[config.mk]
export PLATFORM = sky130hd
export DESIGN_NAME = uart_int_ident
export DESIGN_NICKNAME = d
export VERILOG_FILES = /design/src/rtl/uirq_pkg.sv /design/src/rtl/uirq_fifo_ctl.sv /design/src/rtl/uirq_src.sv /design/src/rtl/uirq_prio.sv /design/src/rtl/uart_int_ident.sv
export SDC_FILE = /design/constraint.sdc
export NUM_CORES = 1
export LEC_CHECK = 0
export BUFFER_PORTS_ARGS = -buffer_cell sky130_fd_sc_hd__buf_2
export CAP_MARGIN = 20
export CORE_UTILIZATION = 41
export CTS_CLUSTER_SIZE = 12
export DETAILED_ROUTE_END_ITERATION = 10
export HOLD_SLACK_MARGIN = 0.1
export PLACE_DENSITY_LB_ADDON = 0.15
export SETUP_SLACK_MARGIN = 0.02
export SKIP_CTS_REPAIR_TIMING = 1
export SLEW_MARGIN = 20
export SYNTH_ARGS = -nofsm -noshare
export SYNTH_HDL_FRONTEND = slang
export SYNTH_SLANG_ARGS = --single-unit
[constraint.sdc]
create_clock -name clk -period 3.55 [get_ports clk]
set_input_delay 0.71 -clock clk [delete_from_list [all_inputs] [get_ports clk]]
set_output_delay 0.71 -clock clk [all_outputs]
set_load 0.05 [all_outputs]
[src/rtl/uirq_pkg.sv]
package uirq_pkg;

  typedef enum logic [2:0] {
    CODE_MODEM = 3'd0,
    CODE_TXE   = 3'd1,
    CODE_RXD   = 3'd2,
    CODE_LINE  = 3'd3,
    CODE_TMO   = 3'd6
  } cause_code_e;

  typedef struct packed {
    logic line;
    logic rxd;
    logic tmo;
    logic txe;
    logic modem;
  } cause_t;

  // control write field positions, decoded by the register neighbour
  localparam int unsigned WB_MODE = 0;
  localparam int unsigned WB_RXCL = 1;
  localparam int unsigned WB_TXCL = 2;
  localparam int unsigned WB_SELL = 6;

  function automatic int unsigned trig_threshold(input logic [1:0] sel,
                                                 input int unsigned depth);
    case (sel)
      2'd0:    trig_threshold = 1;
      2'd1:    trig_threshold = depth / 4;
      2'd2:    trig_threshold = depth / 2;
      default: trig_threshold = depth - 2;
    endcase
  endfunction

endpackage

[src/rtl/uirq_fifo_ctl.sv]
module uirq_fifo_ctl (
  input  logic       clk,
  input  logic       rst_n,
  input  logic       wr,
  input  logic       mode_bit,
  input  logic       rxcl_bit,
  input  logic       txcl_bit,
  input  logic [1:0] sel_bits,
  output logic       fifo_on,
  output logic [1:0] trig_sel,
  output logic       rx_flush,
  output logic       tx_flush
);

  logic       on_q, on_d;
  logic [1:0] sel_q, sel_d;
  logic       rxf_q, rxf_d;
  logic       txf_q, txf_d;

  always_comb begin
    on_d  = on_q;
    sel_d = sel_q;
    rxf_d = 1'b0;
    txf_d = 1'b0;
    if (wr) begin
      on_d = mode_bit;
      if (mode_bit && on_q) begin
        sel_d = sel_bits;
        rxf_d = rxcl_bit;
        txf_d = txcl_bit;
      end else if (!mode_bit && on_q) begin
        rxf_d = 1'b1;
        txf_d = 1'b1;
      end
    end
  end

  always_ff @(posedge clk or negedge rst_n) begin
    if (!rst_n) begin
      on_q  <= 1'b0;
      sel_q <= 2'd0;
      rxf_q <= 1'b0;
      txf_q <= 1'b0;
    end else begin
      on_q  <= on_d;
      sel_q <= sel_d;
      rxf_q <= rxf_d;
      txf_q <= txf_d;
    end
  end

  assign fifo_on  = on_q;
  assign trig_sel = sel_q;
  assign rx_flush = rxf_q;
  assign tx_flush = txf_q;

endmodule

[src/rtl/uirq_src.sv]
module uirq_src
  import uirq_pkg::*;
#(
  parameter int unsigned DEPTH = 16,
  parameter int unsigned LW    = $clog2(DEPTH + 1)
) (
  input  logic          clk,
  input  logic          rst_n,
  input  logic          fifo_on,
  input  logic [1:0]    trig_sel,
  input  logic [LW-1:0] rx_level,
  input  logic          en_line,
  input  logic          en_rx,
  input  logic          en_txe,
  input  logic          en_modem,
  input  logic          line_err,
  input  logic          char_timeout,
  input  logic          thr_empty,
  input  logic          thr_write,
  input  logic          modem_chg,
  input  logic          id_rd,
  input  logic [2:0]    cur_code,
  input  logic          cur_pend_n,
  output cause_t        cause
);

  localparam logic [LW-1:0] LVL0 = LW'(trig_threshold(2'd0, DEPTH));
  localparam logic [LW-1:0] LVL1 = LW'(trig_threshold(2'd1, DEPTH));
  localparam logic [LW-1:0] LVL2 = LW'(trig_threshold(2'd2, DEPTH));
  localparam logic [LW-1:0] LVL3 = LW'(trig_threshold(2'd3, DEPTH));

  logic [LW-1:0] thr;
  logic          rx_hit;
  logic          txe_mask_q, txe_mask_d;
  logic          ack_txe;

  always_comb begin
    case (trig_sel)
      2'd0:    thr = LVL0;
      2'd1:    thr = LVL1;
      2'd2:    thr = LVL2;
      default: thr = LVL3;
    endcase
  end

  assign rx_hit  = fifo_on ? (rx_level >= thr) : (rx_level != '0);
  assign ack_txe = id_rd && !cur_pend_n && (cur_code == CODE_TXE);

  always_comb begin
    txe_mask_d = txe_mask_q;
    if (thr_write)    txe_mask_d = 1'b0;
    else if (ack_txe) txe_mask_d = 1'b1;
  end

  always_ff @(posedge clk or negedge rst_n) begin
    if (!rst_n) txe_mask_q <= 1'b0;
    else        txe_mask_q <= txe_mask_d;
  end

  always_comb begin
    cause.line  = en_line  && line_err;
    cause.rxd   = en_rx    && rx_hit;
    cause.tmo   = en_rx    && fifo_on && char_timeout;
    cause.txe   = en_txe   && thr_empty && !txe_mask_q;
    cause.modem = en_modem && modem_chg;
  end

endmodule

[src/rtl/uirq_prio.sv]
module uirq_prio
  import uirq_pkg::*;
(
  input  logic       clk,
  input  logic       rst_n,
  input  cause_t     cause,
  output logic [2:0] code,
  output logic       pend_n
);

  logic [2:0] code_d, code_q;
  logic       pend_n_d, pend_n_q;

  always_comb begin
    pend_n_d = 1'b0;
    if (cause.line)       code_d = CODE_LINE;
    else if (cause.rxd)   code_d = CODE_RXD;
    else if (cause.tmo)   code_d = CODE_TMO;
    else if (cause.txe)   code_d = CODE_TXE;
    else if (cause.modem) code_d = CODE_MODEM;
    else begin
      code_d   = 3'd0;
      pend_n_d = 1'b1;
    end
  end

  always_ff @(posedge clk or negedge rst_n) begin
    if (!rst_n) begin
      code_q   <= 3'd0;
      pend_n_q <= 1'b1;
    end else begin
      code_q   <= code_d;
      pend_n_q <= pend_n_d;
    end
  end

  assign code   = code_q;
  assign pend_n = pend_n_q;

endmodule

[src/rtl/uart_int_ident.sv]
module uart_int_ident
  import uirq_pkg::*;
#(
  parameter int unsigned DEPTH = 16,
  parameter int unsigned LW    = $clog2(DEPTH + 1)
) (
  input  logic          clk,
  input  logic          rst_n,
  input  logic          ctrl_wr,
  input  logic [7:0]    ctrl_wdata,
  input  logic          id_rd,
  input  logic          en_line,
  input  logic          en_rx,
  input  logic          en_txe,
  input  logic          en_modem,
  input  logic [LW-1:0] rx_level,
  input  logic          line_err,
  input  logic          char_timeout,
  input  logic          thr_empty,
  input  logic          thr_write,
  input  logic          modem_chg,
  output logic          irq,
  output logic          pend_n,
  output logic [2:0]    int_id,
  output logic [1:0]    fifo_ind,
  output logic [1:0]    trig_sel,
  output logic [7:0]    id_rdata,
  output logic          rx_flush,
  output logic          tx_flush
);

  logic   fifo_on;
  cause_t cause;
  logic   unused_wbits;

  assign unused_wbits = ^ctrl_wdata[5:3];

  uirq_fifo_ctl u_fctl (
    .clk      (clk),
    .rst_n    (rst_n),
    .wr       (ctrl_wr),
    .mode_bit (ctrl_wdata[WB_MODE]),
    .rxcl_bit (ctrl_wdata[WB_RXCL]),
    .txcl_bit (ctrl_wdata[WB_TXCL]),
    .sel_bits (ctrl_wdata[WB_SELL +: 2]),
    .fifo_on  (fifo_on),
    .trig_sel (trig_sel),
    .rx_flush (rx_flush),
    .tx_flush (tx_flush)
  );

  uirq_src #(.DEPTH(DEPTH), .LW(LW)) u_src (
    .clk          (clk),
    .rst_n        (rst_n),
    .fifo_on      (fifo_on),
    .trig_sel     (trig_sel),
    .rx_level     (rx_level),
    .en_line      (en_line),
    .en_rx        (en_rx),
    .en_txe       (en_txe),
    .en_modem     (en_modem),
    .line_err     (line_err),
    .char_timeout (char_timeout),
    .thr_empty    (thr_empty),
    .thr_write    (thr_write),
    .modem_chg    (modem_chg),
    .id_rd        (id_rd),
    .cur_code     (int_id),
    .cur_pend_n   (pend_n),
    .cause        (cause)
  );

  uirq_prio u_prio (
    .clk    (clk),
    .rst_n  (rst_n),
    .cause  (cause),
    .code   (int_id),
    .pend_n (pend_n)
  );

  assign irq      = !pend_n;
  assign fifo_ind = {2{fifo_on}};
  assign id_rdata = {fifo_ind, 2'b00, int_id, pend_n};

endmodule

==> results of run 1 <==
==> power breakdown <==
part           internal [mW]  switching (mW)  leakage (nW)
clock network         0.0622          0.0401        0.0210
registers              0.127          0.0126         0.123
logic                 0.0447           0.110         0.303
total                  0.234           0.162         0.447
==> synth_stat cells <==
library cell	instances
sky130_fd_sc_hd__nand3_1	2
sky130_fd_sc_hd__or4_1	1
sky130_fd_sc_hd__conb_1	1
sky130_fd_sc_hd__inv_1	8
sky130_fd_sc_hd__nor2_1	4
sky130_fd_sc_hd__nor3b_1	1
sky130_fd_sc_hd__o311a_1	1
sky130_fd_sc_hd__o21ai_0	2
sky130_fd_sc_hd__o41ai_2	1
sky130_fd_sc_hd__a41oi_1	1
sky130_fd_sc_hd__dfstp_2	1
sky130_fd_sc_hd__nand2b_1	1
sky130_fd_sc_hd__dfrtp_1	9
sky130_fd_sc_hd__o211ai_1	1
sky130_fd_sc_hd__and4bb_1	1
sky130_fd_sc_hd__mux2_2	3
sky130_fd_sc_hd__ha_1	4
sky130_fd_sc_hd__nand2_1	5
sky130_fd_sc_hd__a21oi_1	2
sky130_fd_sc_hd__a211oi_1	1
sky130_fd_sc_hd__a211o_1	1
sky130_fd_sc_hd__buf_4	10
==> state kept, by name, indices dropped and copies added (netlist names) <==
signal	flops
u_fctl.fifo_on	1
u_prio.code	3
u_fctl.tx_flush	1
u_src.txe_mask_q	1
u_fctl.trig_sel	2
u_prio.pend_n	1
u_fctl.rx_flush	1
==> per-layer routing <==
metal,up-vias,share of wire [%]
met2,26,51
met1,225,41
met4,0,0.47
li1,266,-
met3,2,7.3
met5,-,0
==> critical path, cell delays in order <==
cell and delay, ns:
sky130_fd_sc_hd__buf_2 0.09, sky130_fd_sc_hd__inv_1 0.04, sky130_fd_sc_hd__ha_1 0.27, sky130_fd_sc_hd__nand2b_1 0.13
sky130_fd_sc_hd__a211oi_1 0.26, sky130_fd_sc_hd__o211ai_1 0.13, sky130_fd_sc_hd__o311a_1 0.19, sky130_fd_sc_hd__o41ai_2 0.28
==> cells by family (layout without fill, tap and decap cells) <==
| kind of cell | count (synthesis) | count (layout) |
|---|---|---|
| AOI/OAI and AO/OA | 10 | 10 |
| and+or+nand+nor | 15 | 15 |
| DFF | 10 | 10 |
| buffers and inverters | 18 | 51 |
| other | 1 | 2 |
| muxes | 3 | 3 |
| adders and majority gates | 4 | 4 |
==> stage by stage <==
step,instances,setup WS (ns),power [mW]
2_1_floorplan,62,1.55,0.268
3_3_place_gp,106,1.34,0.296
3_5_place_dp,106,1.32,0.297
4_1_cts,110,1.60,0.402
5_1_grt,110,1.48,0.423
6_report,110,1.60,0.396
==> area by class of cell <==
type                    instances  area (um2)
repair buffers                 39         195
multi-input cells              34         248
flip-flops and latches         10         251
fillers                       134         554
clock buffers                   4        36.3
inverters                       8        30.0
well taps                      15        18.8
==> path summary, 6_finish.rpt <==
check,to,from
worst min register to register,u_prio.code[0],u_src.txe_mask_q
min in group clk,u_prio.code[0],u_src.txe_mask_q
worst max-delay path,u_prio.code[0],rx_level[0]
max in group asynchronous,u_prio.pend_n,rst_n
worst max register to register,u_prio.code[0],u_fctl.trig_sel[0]
worst min-delay path,u_prio.code[2],rst_n
==> flow_summary.html, run 1 <==
<table>
<tr><th>Metric</th><th>Value</th></tr>
<tr><th colspan="2">Timing</th></tr>
<tr><td>RSZ-0062 raised after global routing</td><td>no</td></tr>
<tr><td>Final Hold Violating Endpoints</td><td>0</td></tr>
<tr><td>Total setup violations reported at the end of the flow</td><td>0</td></tr>
<tr><td>Peak Freq</td><td>0.514 GHz</td></tr>
<tr><td>Clock period minus final worst setup slack</td><td>1.95 ns</td></tr>
<tr><td>Sum Neg Setup Slack</td><td>0 ns</td></tr>
<tr><td>Max-slew violation count</td><td>0</td></tr>
<tr><td>Minimum hold slack</td><td>0.289 ns</td></tr>
<tr><td>Period utilisation layout</td><td>54.8%</td></tr>
<tr><td>Worst setup skew after layout</td><td>0.000800 ns</td></tr>
<tr><th colspan="2">Final layout</th></tr>
<tr><td>Final core utilization</td><td>58.4%</td></tr>
<tr><td>Fraction of layout cells with a size suffix above 1</td><td>50.5%</td></tr>
<tr><td>Most used cells in the layout excluding fill and tap cells</td><td>sky130_fd_sc_hd__buf_2 (39), sky130_fd_sc_hd__dfrtp_1 (9), sky130_fd_sc_hd__inv_1 (8)</td></tr>
<tr><td>Antenna cell count</td><td>0</td></tr>
<tr><td>Number of nets in the finished design</td><td>126</td></tr>
<tr><td>Finished Cell Area</td><td>779 um2</td></tr>
<tr><td>Commonest non-fill, non-tap cell in the layout</td><td>sky130_fd_sc_hd__buf_2</td></tr>
<tr><td>Layout overhead on the synthesized area</td><td>29.8%</td></tr>
<tr><th colspan="2">Pwr</th></tr>
<tr><td>Worst IR drop on VDD</td><td>0.000347 V</td></tr>
<tr><td>Pwr per Cell Area</td><td>508 nW/um2</td></tr>
<tr><td>Static leakage</td><td>0.447 nW</td></tr>
<tr><th colspan="2">Global route</th></tr>
<tr><td>Overflow after GRT</td><td>0</td></tr>
<tr><td>Number of global-route vias before repair</td><td>431</td></tr>
<tr><td>Met2 routing resource usage after global routing</td><td>27.8%</td></tr>
<tr><td>Overall track demand over capacity in global routing</td><td>15.4%</td></tr>
<tr><td>Global routing met3 resource utilization</td><td>5.00%</td></tr>
<tr><td>First-pass GRT wire length</td><td>1.60 mm</td></tr>
<tr><td>Number of antenna violations at the first check in global routing</td><td>0</td></tr>
<tr><td>Gr busiest metal</td><td>met2</td></tr>
<tr><td>GR Util met1</td><td>15.8%</td></tr>
<tr><td>Pin count of the biggest net entering global routing</td><td>11</td></tr>
<tr><th colspan="2">Synthesis</th></tr>
<tr><td>Fraction of post-synthesis cell area in the top cell type by area</td><td>37.5%</td></tr>
<tr><td>Synthesized area per cell</td><td>9.85 um2</td></tr>
<tr><td>Number of different library cells in the post-synthesis netlist</td><td>22</td></tr>
<tr><td>Main combinational cell family by area after synthesis</td><td>buffers and inverters</td></tr>
<tr><td>Synthesized-area fraction occupied by ao, oa, aoi and oai cells</td><td>13.1%</td></tr>
<tr><td>Mux cell area share after synthesis</td><td>5.62%</td></tr>
<tr><td>Synth Register Bits</td><td>10</td></tr>
<tr><td>Fraction of synthesized cell area in xor and xnor cells</td><td>0%</td></tr>
<tr><td>Post-Synth Simple-Gate Area</td><td>12.9%</td></tr>
<tr><td>Library cell with the largest summed area after synthesis</td><td>sky130_fd_sc_hd__dfrtp_1</td></tr>
<tr><td>Cell count after synthesis</td><td>61</td></tr>
<tr><td>Synth Cell Area</td><td>601 um2</td></tr>
<tr><td>Top area cells in the synthesized netlist</td><td>sky130_fd_sc_hd__dfrtp_1 (38%), sky130_fd_sc_hd__buf_4 (13%), sky130_fd_sc_hd__ha_1 (8.3%), sky130_fd_sc_hd__mux2_2 (5.6%), sky130_fd_sc_hd__inv_1 (5.0%)</td></tr>
<tr><td>Proportion of synthesized chip area in sequential cells</td><td>41.9%</td></tr>
<tr><td>Synthesis Warnings</td><td>0</td></tr>
<tr><td>Adder-cell share of the synthesized area</td><td>8.33%</td></tr>
<tr><th colspan="2">Routing</th></tr>
<tr><td>Average via count per standard cell</td><td>4.72</td></tr>
<tr><td>Drt pass-1 iters</td><td>2</td></tr>
<tr><td>Total DRC errors in the routed layout</td><td>0</td></tr>
<tr><td>Via count</td><td>519</td></tr>
<tr><td>DRC violation total after the first TritonRoute iteration</td><td>3</td></tr>
<tr><td>DR WL/cell</td><td>9.64 um</td></tr>
<tr><td>Wire length reported by the detailed router</td><td>1.06 mm</td></tr>
<tr><td>Antenna-violating nets left</td><td>0</td></tr>
<tr><th colspan="2">Clock tree</th></tr>
<tr><td>Clock slew seen by the registers of the worst setup and hold paths</td><td>0.07 ns</td></tr>
<tr><td>Buffer depth of the longest clock path</td><td>2</td></tr>
<tr><td>TritonCTS clock tree</td><td>yes</td></tr>
<tr><td>CTS sink cnt</td><td>10</td></tr>
<tr><td>Clock latency reported for the late side of the worst-skew pair</td><td>0.26 ns</td></tr>
<tr><td>Number of buffers added by the clock tree synthesis step</td><td>3</td></tr>
<tr><td>Max H-tree Level</td><td>1</td></tr>
<tr><td>Clock tree root driver cell</td><td>sky130_fd_sc_hd__clkbuf_4</td></tr>
<tr><th colspan="2">Outcome</th></tr>
<tr><td>Result of the run</td><td>completed</td></tr>
<tr><th colspan="2">Place</th></tr>
<tr><td>Placed cell area</td><td>743 um2</td></tr>
<tr><td>Post-detailed-placement half-perimeter wirelength</td><td>894 um</td></tr>
<tr><td>GP Congestion</td><td>0.734</td></tr>
<tr><td>Count of input and output buffers</td><td>39</td></tr>
<tr><th colspan="2">Critical path</th></tr>
<tr><td>Crit path max fanout</td><td>4</td></tr>
<tr><td>Length in cells of the worst reg-to-reg path</td><td>7</td></tr>
<tr><td>Kind of end point of the critical path</td><td>flop</td></tr>
<tr><td>Data arrival at the endpoint of the critical path</td><td>2.11 ns</td></tr>
<tr><td>Critical path launch point type</td><td>primary input</td></tr>
<tr><td>Slack of the worst reg-to-reg path</td><td>1.68 ns</td></tr>
<tr><td>Endpoint required time on the critical path</td><td>3.71 ns</td></tr>
<tr><td>Critical path class</td><td>primary input to flop</td></tr>
<tr><th colspan="2">Die</th></tr>
<tr><td>Initial cell density of the core</td><td>45.0%</td></tr>
<tr><td>Area of the die</td><td>1620 um2</td></tr>
<tr><td>Boundary pin count</td><td>45</td></tr>
<tr><td>Core area</td><td>1330 um2</td></tr>
<tr><td>Number of cell rows</td><td>13</td></tr>
<tr><td>Die Span Y</td><td>40.3 um</td></tr>
<tr><td>Horizontal die dimension</td><td>40.3 um</td></tr>
<tr><th colspan="2">Flow run</th></tr>
<tr><td>Total of max-cap violations</td><td>0</td></tr>
<tr><th colspan="2">Hold path</th></tr>
<tr><td>Worst Hold Class</td><td>primary input to asynchronous set/reset pin</td></tr>
</table>
(Power assumes the default switching activity.)
==> run 2: changes to the inputs <==
Settings changed: CORE_UTILIZATION 41 to 38.
Clock period 3.55 ns to 1.9 ns, I/O delays scaled along.
==> run 2 against run 1 <==
Wire length up 13%. Utilization shrank 0.25 points. Sequential cell count stayed put. Clock skew rose by 0.0024 ns. Worst hold slack worse by 0.045 ns. Sequential power is 86% higher. Via count up 5.8%. Critical path depth fell by 1. Largest cell class unchanged.
==> flow_summary.html, run 2 (synthesis results as in run 1) <==
<table>
<tr><th>Metric</th><th>Value</th></tr>
<tr><th colspan="2">Critical path</th></tr>
<tr><td>Worst R2R End</td><td>u_prio.code[1]</td></tr>
<tr><td>Critical path launch point type</td><td>flop</td></tr>
<tr><td>Data arrival at the endpoint of the critical path</td><td>1.90 ns</td></tr>
<tr><td>Critical path class</td><td>flop to flop</td></tr>
<tr><td>Reg-to-reg critical path startpoint</td><td>u_fctl.trig_sel[0]</td></tr>
<tr><td>Crit path max fanout</td><td>5</td></tr>
<tr><td>Endpoint required time on the critical path</td><td>2.06 ns</td></tr>
<tr><td>Length in cells of the worst reg-to-reg path</td><td>7</td></tr>
<tr><td>Kind of end point of the critical path</td><td>flop</td></tr>
<tr><td>Slack of the worst reg-to-reg path</td><td>0.16 ns</td></tr>
<tr><td>Timing startpoint of the critical path</td><td>u_fctl.trig_sel[0]</td></tr>
<tr><td>Critical Path End</td><td>u_prio.code[1]</td></tr>
<tr><th colspan="2">Final layout</th></tr>
<tr><td>Antenna cell count</td><td>0</td></tr>
<tr><td>Fraction of layout cells with a size suffix above 1</td><td>53.6%</td></tr>
<tr><td>Most used cells in the layout excluding fill and tap cells</td><td>sky130_fd_sc_hd__buf_2 (39), sky130_fd_sc_hd__inv_1 (8), sky130_fd_sc_hd__dfrtp_1 (7)</td></tr>
<tr><td>Max FFs per register</td><td>3</td></tr>
<tr><td>Number of nets in the finished design</td><td>128</td></tr>
<tr><td>Commonest non-fill, non-tap cell in the layout</td><td>sky130_fd_sc_hd__buf_2</td></tr>
<tr><td>Layout overhead on the synthesized area</td><td>34.0%</td></tr>
<tr><th colspan="2">Global route</th></tr>
<tr><td>Pin count of the biggest net entering global routing</td><td>11</td></tr>
<tr><td>Overflow after GRT</td><td>0</td></tr>
<tr><td>First-pass GRT wire length</td><td>1.97 mm</td></tr>
<tr><td>Number of antenna violations at the first check in global routing</td><td>0</td></tr>
<tr><td>Number of global-route vias before repair</td><td>490</td></tr>
<tr><td>Overall track demand over capacity in global routing</td><td>15.4%</td></tr>
<tr><th colspan="2">Clock tree</th></tr>
<tr><td>Clock tree root driver cell</td><td>sky130_fd_sc_hd__clkbuf_4</td></tr>
<tr><td>Max H-tree Level</td><td>1</td></tr>
<tr><td>CTS sink cnt</td><td>10</td></tr>
<tr><td>Number of buffers added by the clock tree synthesis step</td><td>3</td></tr>
<tr><td>TritonCTS clock tree</td><td>yes</td></tr>
<tr><td>Buffer depth of the longest clock path</td><td>2</td></tr>
<tr><td>Clock latency reported for the late side of the worst-skew pair</td><td>0.27 ns</td></tr>
<tr><td>Clock slew seen by the registers of the worst setup and hold paths</td><td>0.07 ns</td></tr>
<tr><th colspan="2">Routing</th></tr>
<tr><td>Drt pass-1 iters</td><td>2</td></tr>
<tr><td>Wire length reported by the detailed router</td><td>1.20 mm</td></tr>
<tr><td>Average via count per standard cell</td><td>4.90</td></tr>
<tr><td>Antenna-violating nets left</td><td>0</td></tr>
<tr><td>Total DRC errors in the routed layout</td><td>0</td></tr>
<tr><td>DRC violation total after the first TritonRoute iteration</td><td>4</td></tr>
<tr><td>DR WL/cell</td><td>10.7 um</td></tr>
<tr><td>Via count</td><td>549</td></tr>
<tr><th colspan="2">Timing</th></tr>
<tr><td>Period utilisation layout</td><td>91.4%</td></tr>
<tr><td>Minimum hold slack</td><td>0.244 ns</td></tr>
<tr><td>Sum Neg Setup Slack</td><td>0 ns</td></tr>
<tr><td>Total setup violations reported at the end of the flow</td><td>0</td></tr>
<tr><td>Worst setup skew after layout</td><td>0.00319 ns</td></tr>
<tr><td>RSZ-0062 raised after global routing</td><td>no</td></tr>
<tr><td>Clock period minus final worst setup slack</td><td>1.74 ns</td></tr>
<tr><td>Final Hold Violating Endpoints</td><td>0</td></tr>
<tr><td>Peak Freq</td><td>0.576 GHz</td></tr>
<tr><td>Max-slew violation count</td><td>0</td></tr>
<tr><th colspan="2">Die</th></tr>
<tr><td>Initial cell density of the core</td><td>43.4%</td></tr>
<tr><td>Boundary pin count</td><td>45</td></tr>
<tr><td>Area of the die</td><td>1740 um2</td></tr>
<tr><td>Horizontal die dimension</td><td>41.8 um</td></tr>
<tr><td>Number of cell rows</td><td>13</td></tr>
<tr><td>Core area</td><td>1380 um2</td></tr>
<tr><td>Die Span Y</td><td>41.8 um</td></tr>
<tr><th colspan="2">Pwr</th></tr>
<tr><td>Worst IR drop on VDD</td><td>0.000531 V</td></tr>
<tr><td>Pwr per Cell Area</td><td>945 nW/um2</td></tr>
<tr><td>Total power</td><td>760 uW</td></tr>
<tr><td>Static leakage</td><td>0.455 nW</td></tr>
<tr><th colspan="2">Place</th></tr>
<tr><td>GP Congestion</td><td>0.699</td></tr>
<tr><td>Count of input and output buffers</td><td>39</td></tr>
<tr><td>Post-detailed-placement half-perimeter wirelength</td><td>969 um</td></tr>
<tr><th colspan="2">Outcome</th></tr>
<tr><td>Result of the run</td><td>completed</td></tr>
<tr><th colspan="2">Flow run</th></tr>
<tr><td>Total of max-cap violations</td><td>0</td></tr>
<tr><th colspan="2">Hold path</th></tr>
<tr><td>Worst Hold Class</td><td>primary input to flop</td></tr>
<tr><td>Cell depth of the worst min-delay path</td><td>2</td></tr>
</table>
run 2: worst max-delay path, cell delays in order, from the launching register on:
cell and delay, ns:
sky130_fd_sc_hd__dfrtp_2 0.43, sky130_fd_sc_hd__nor2_1 0.11, sky130_fd_sc_hd__ha_1 0.22, sky130_fd_sc_hd__nand2b_1 0.16, sky130_fd_sc_hd__a211oi_2 0.19, sky130_fd_sc_hd__o211ai_1 0.12, sky130_fd_sc_hd__o311a_1 0.16, sky130_fd_sc_hd__a211o_1 0.24
run 2: area by class of cell:
class,instances,area [um2]
fill,127,578
sequential,10,254
multi-input combinational,34,253
timing repair buffer,41,213
clock buffer,4,36.3
inverter,8,30.0
tap,15,18.8
run 2: stage by stage:
stage / std cells / utilization, % / area, um2 / worst slack [ns]
floorplan: 62 / - / 607 / 0.0480
global placement: 107 / 54.5 / 753 / 0.0244
detailed placement: 107 / 54.5 / 753 / 0.0240
CTS: 111 / 57.1 / 790 / 0.0507
global route: 112 / 58.2 / 805 / 0.0359
finish: 112 / 58.2 / 805 / 0.163
run 2: how the worst min path moves through the flow:
| stage | from | end | slack (ns) |
|---|---|---|---|
| finish | thr_write | u_src.txe_mask_q | 0.24 |
| detailed placement | rst_n | u_fctl.fifo_on | 0.25 |
| CTS | rst_n | u_fctl.rx_flush | -0.05 |
| global placement | rst_n | u_fctl.fifo_on | 0.25 |
| global route | thr_write | u_src.txe_mask_q | 0.24 |
| floorplan | rst_n | u_fctl.fifo_on | 0.08 |
run 2: per-layer routing:
layer  vias up  global-route usage (%)  wire (um)
met2        27                    26.9        642
li1        270                       -          -
met3         2                    6.52         87
met1       250                    15.3        453
met5         -                       0          0
met4         0                    7.74         14
run 2: where the power goes:
| group | switching (mW) | total, mW | internal (mW) | leakage, nW |
|---|---|---|---|---|
| combinational | 0.215 | 0.306 | 0.0914 | 0.312 |
| sequential | 0.0207 | 0.260 | 0.239 | 0.121 |
| clock | 0.0777 | 0.194 | 0.117 | 0.0210 |
| total | 0.313 | 0.760 | 0.447 | 0.455 |
==> run 3: changes to the inputs <==
--- a/constraint.sdc
+++ b/constraint.sdc
@@ -3,2 +3,2 @@
 set_output_delay 0.38 -clock clk [all_outputs]
-set_load 0.05 [all_outputs]
+set_load 0.005 [all_outputs]
==> run 3 against run 2 <==
Die area did not move. Combinational power fell by 39%. Register-to-register slack got worse by 0.02 ns. Cell area rose by 0.31%. Utilization rose by 0.18 points. Clock power fell by 22%. Critical endpoint unchanged.
==> flow_summary.html, run 3 (synthesis results as in run 1) <==
<table>
<tr><th>Metric</th><th>Value</th></tr>
<tr><th colspan="2">Outcome</th></tr>
<tr><td>Result of the run</td><td>completed</td></tr>
<tr><th colspan="2">Routing</th></tr>
<tr><td>DRC violation total after the first TritonRoute iteration</td><td>1</td></tr>
<tr><td>Drt pass-1 iters</td><td>3</td></tr>
<tr><td>Wire length reported by the detailed router</td><td>1.25 mm</td></tr>
<tr><td>Total DRC errors in the routed layout</td><td>0</td></tr>
<tr><td>Antenna-violating nets left</td><td>0</td></tr>
<tr><td>Via count</td><td>559</td></tr>
<tr><td>Average via count per standard cell</td><td>4.90</td></tr>
<tr><td>DR WL/cell</td><td>10.9 um</td></tr>
<tr><th colspan="2">Global route</th></tr>
<tr><td>Number of global-route vias before repair</td><td>499</td></tr>
<tr><td>Number of antenna violations at the first check in global routing</td><td>0</td></tr>
<tr><td>Global routing met3 resource utilization</td><td>9.13%</td></tr>
<tr><td>First-pass GRT wire length</td><td>1.99 mm</td></tr>
<tr><td>Overflow after GRT</td><td>0</td></tr>
<tr><td>GR Util met1</td><td>13.4%</td></tr>
<tr><td>Gr busiest metal</td><td>met2</td></tr>
<tr><td>Pin count of the biggest net entering global routing</td><td>11</td></tr>
<tr><td>Overall track demand over capacity in global routing</td><td>15.9%</td></tr>
<tr><td>Met2 routing resource usage after global routing</td><td>29.1%</td></tr>
<tr><th colspan="2">Place</th></tr>
<tr><td>Count of input and output buffers</td><td>39</td></tr>
<tr><td>Post-detailed-placement half-perimeter wirelength</td><td>1.06 mm</td></tr>
<tr><td>GP Congestion</td><td>0.679</td></tr>
<tr><td>Placed cell area</td><td>766 um2</td></tr>
<tr><th colspan="2">Die</th></tr>
<tr><td>Initial cell density of the core</td><td>43.4%</td></tr>
<tr><td>Horizontal die dimension</td><td>41.8 um</td></tr>
<tr><td>Area of the die</td><td>1740 um2</td></tr>
<tr><td>Die Span Y</td><td>41.8 um</td></tr>
<tr><td>Core area</td><td>1380 um2</td></tr>
<tr><td>Number of cell rows</td><td>13</td></tr>
<tr><td>Boundary pin count</td><td>45</td></tr>
<tr><th colspan="2">Critical path</th></tr>
<tr><td>Critical path launch point type</td><td>flop</td></tr>
<tr><td>Reg-to-reg critical path startpoint</td><td>u_fctl.trig_sel[0]</td></tr>
<tr><td>Data arrival at the endpoint of the critical path</td><td>1.90 ns</td></tr>
<tr><td>Kind of end point of the critical path</td><td>flop</td></tr>
<tr><td>Length in cells of the worst reg-to-reg path</td><td>7</td></tr>
<tr><td>Endpoint required time on the critical path</td><td>2.04 ns</td></tr>
<tr><td>Timing startpoint of the critical path</td><td>u_fctl.trig_sel[0]</td></tr>
<tr><td>Crit path max fanout</td><td>4</td></tr>
<tr><td>Critical path class</td><td>flop to flop</td></tr>
<tr><th colspan="2">Final layout</th></tr>
<tr><td>Finished Cell Area</td><td>807 um2</td></tr>
<tr><td>Number of nets in the finished design</td><td>130</td></tr>
<tr><td>Most used cells in the layout excluding fill and tap cells</td><td>sky130_fd_sc_hd__buf_2 (39), sky130_fd_sc_hd__dfrtp_1 (9), sky130_fd_sc_hd__inv_1 (8)</td></tr>
<tr><td>Commonest non-fill, non-tap cell in the layout</td><td>sky130_fd_sc_hd__buf_2</td></tr>
<tr><td>Fraction of layout cells with a size suffix above 1</td><td>51.5%</td></tr>
<tr><td>Filler cell count</td><td>130</td></tr>
<tr><td>Layout overhead on the synthesized area</td><td>34.4%</td></tr>
<tr><td>Antenna cell count</td><td>0</td></tr>
<tr><td>Max FFs per register</td><td>3</td></tr>
<tr><th colspan="2">Hold path</th></tr>
<tr><td>Worst Hold Class</td><td>primary input to flop</td></tr>
<tr><td>Start point of the worst min-delay path</td><td>thr_write</td></tr>
<tr><td>Cell depth of the worst min-delay path</td><td>2</td></tr>
<tr><th colspan="2">Pwr</th></tr>
<tr><td>Worst IR drop on VDD</td><td>0.000395 V</td></tr>
<tr><td>Proportion of power drawn by flip-flops and latches</td><td>42.4%</td></tr>
<tr><td>Switching component of the power</td><td>167 uW</td></tr>
<tr><td>Portion of total power attributed to the clock network</td><td>25.7%</td></tr>
<tr><td>Pwr per Cell Area</td><td>729 nW/um2</td></tr>
<tr><td>Static leakage</td><td>0.460 nW</td></tr>
<tr><td>Total power</td><td>588 uW</td></tr>
<tr><td>Switch share</td><td>28.5%</td></tr>
<tr><td>Internal Dissipation</td><td>421 uW</td></tr>
<tr><td>Combinational cell fraction of total power</td><td>31.8%</td></tr>
<tr><th colspan="2">Timing</th></tr>
<tr><td>Max-slew violation count</td><td>0</td></tr>
<tr><td>Worst setup skew after layout</td><td>0.00549 ns</td></tr>
<tr><td>RSZ-0062 raised after global routing</td><td>no</td></tr>
<tr><td>Clock period minus final worst setup slack</td><td>1.76 ns</td></tr>
<tr><td>Total setup violations reported at the end of the flow</td><td>0</td></tr>
<tr><td>Sum Neg Setup Slack</td><td>0 ns</td></tr>
<tr><td>Period utilisation layout</td><td>92.5%</td></tr>
<tr><td>Final Hold Violating Endpoints</td><td>0</td></tr>
<tr><td>Peak Freq</td><td>0.569 GHz</td></tr>
<tr><th colspan="2">Clock tree</th></tr>
<tr><td>Clock tree root driver cell</td><td>sky130_fd_sc_hd__clkbuf_4</td></tr>
<tr><td>Buffer depth of the longest clock path</td><td>2</td></tr>
<tr><td>TritonCTS clock tree</td><td>yes</td></tr>
<tr><td>CTS sink cnt</td><td>10</td></tr>
<tr><td>Clock latency reported for the late side of the worst-skew pair</td><td>0.27 ns</td></tr>
<tr><td>Max H-tree Level</td><td>1</td></tr>
<tr><td>Number of buffers added by the clock tree synthesis step</td><td>3</td></tr>
<tr><td>Clock slew seen by the registers of the worst setup and hold paths</td><td>0.06 ns</td></tr>
<tr><th colspan="2">Flow run</th></tr>
<tr><td>Total of max-cap violations</td><td>0</td></tr>
</table>
-- run 3: per-stage QoR --
step | utilization, % | hold slack (ns) | setup WS [ns] | std cells
6_report | 58.4 | 0.261 | 0.142 | 114
5_1_grt | 58.4 | 0.258 | 0.00967 | 114
4_1_cts | 57.3 | -0.0411 | 0.0794 | 113
3_5_place_dp | 55.4 | 0.250 | 0.0300 | 109
3_3_place_gp | 55.4 | 0.247 | 0.0378 | 109
2_1_floorplan | - | 0.0844 | 0.189 | 62
-- run 3: final timing paths --
| kind | endpoint | slack (ns) |
|---|---|---|
| min in group asynchronous | u_fctl.trig_sel[0] | 0.50 |
| worst max-delay path | u_prio.code[1] | 0.14 |
| max in group asynchronous | u_prio.pend_n | 1.14 |
| worst min register to register | u_prio.code[0] | 0.52 |
| worst min-delay path | u_src.txe_mask_q | 0.26 |
| worst max register to register | u_prio.code[1] | 0.14 |
-- run 3: routing by layer --
layer  wire length [um]  share of wire [%]
met5                  0                  0
met4                 23                1.8
met3                119                9.6
met2                648                 52
met1                453                 36
-- run 3: power by group through the flow --
stage	Clock (mW)	Sequential, mW	Combinational (mW)
after floorplan	0	0.264	0.0954
after global placement	0	0.253	0.177
after detailed placement	0	0.254	0.183
after CTS	0.160	0.250	0.183
after global routing	0.172	0.252	0.210
final	0.151	0.249	0.187
-- run 3: final cells by class --
| class | count | area (um2) | area share [%] |
|---|---|---|---|
| Clock buffer | 4 | 26.3 | 3.26 |
| Inverter | 8 | 30.0 | 3.72 |
| Multi-Input combinational cell | 34 | 253 | 31.3 |
| Sequential cell | 10 | 251 | 31.2 |
| Tap cell | 15 | 18.8 | 2.33 |
| Timing Repair Buffer | 43 | 228 | 28.2 |
-- run 3: critical path, cell delays in order, from the launching register on --
cell and delay [ns]:
sky130_fd_sc_hd__dfrtp_1 0.37, sky130_fd_sc_hd__nor2_1 0.12, sky130_fd_sc_hd__ha_1 0.23, sky130_fd_sc_hd__nand2b_1 0.15
sky130_fd_sc_hd__a211oi_2 0.23, sky130_fd_sc_hd__o211ai_1 0.12, sky130_fd_sc_hd__o311a_1 0.16, sky130_fd_sc_hd__a211o_1 0.25
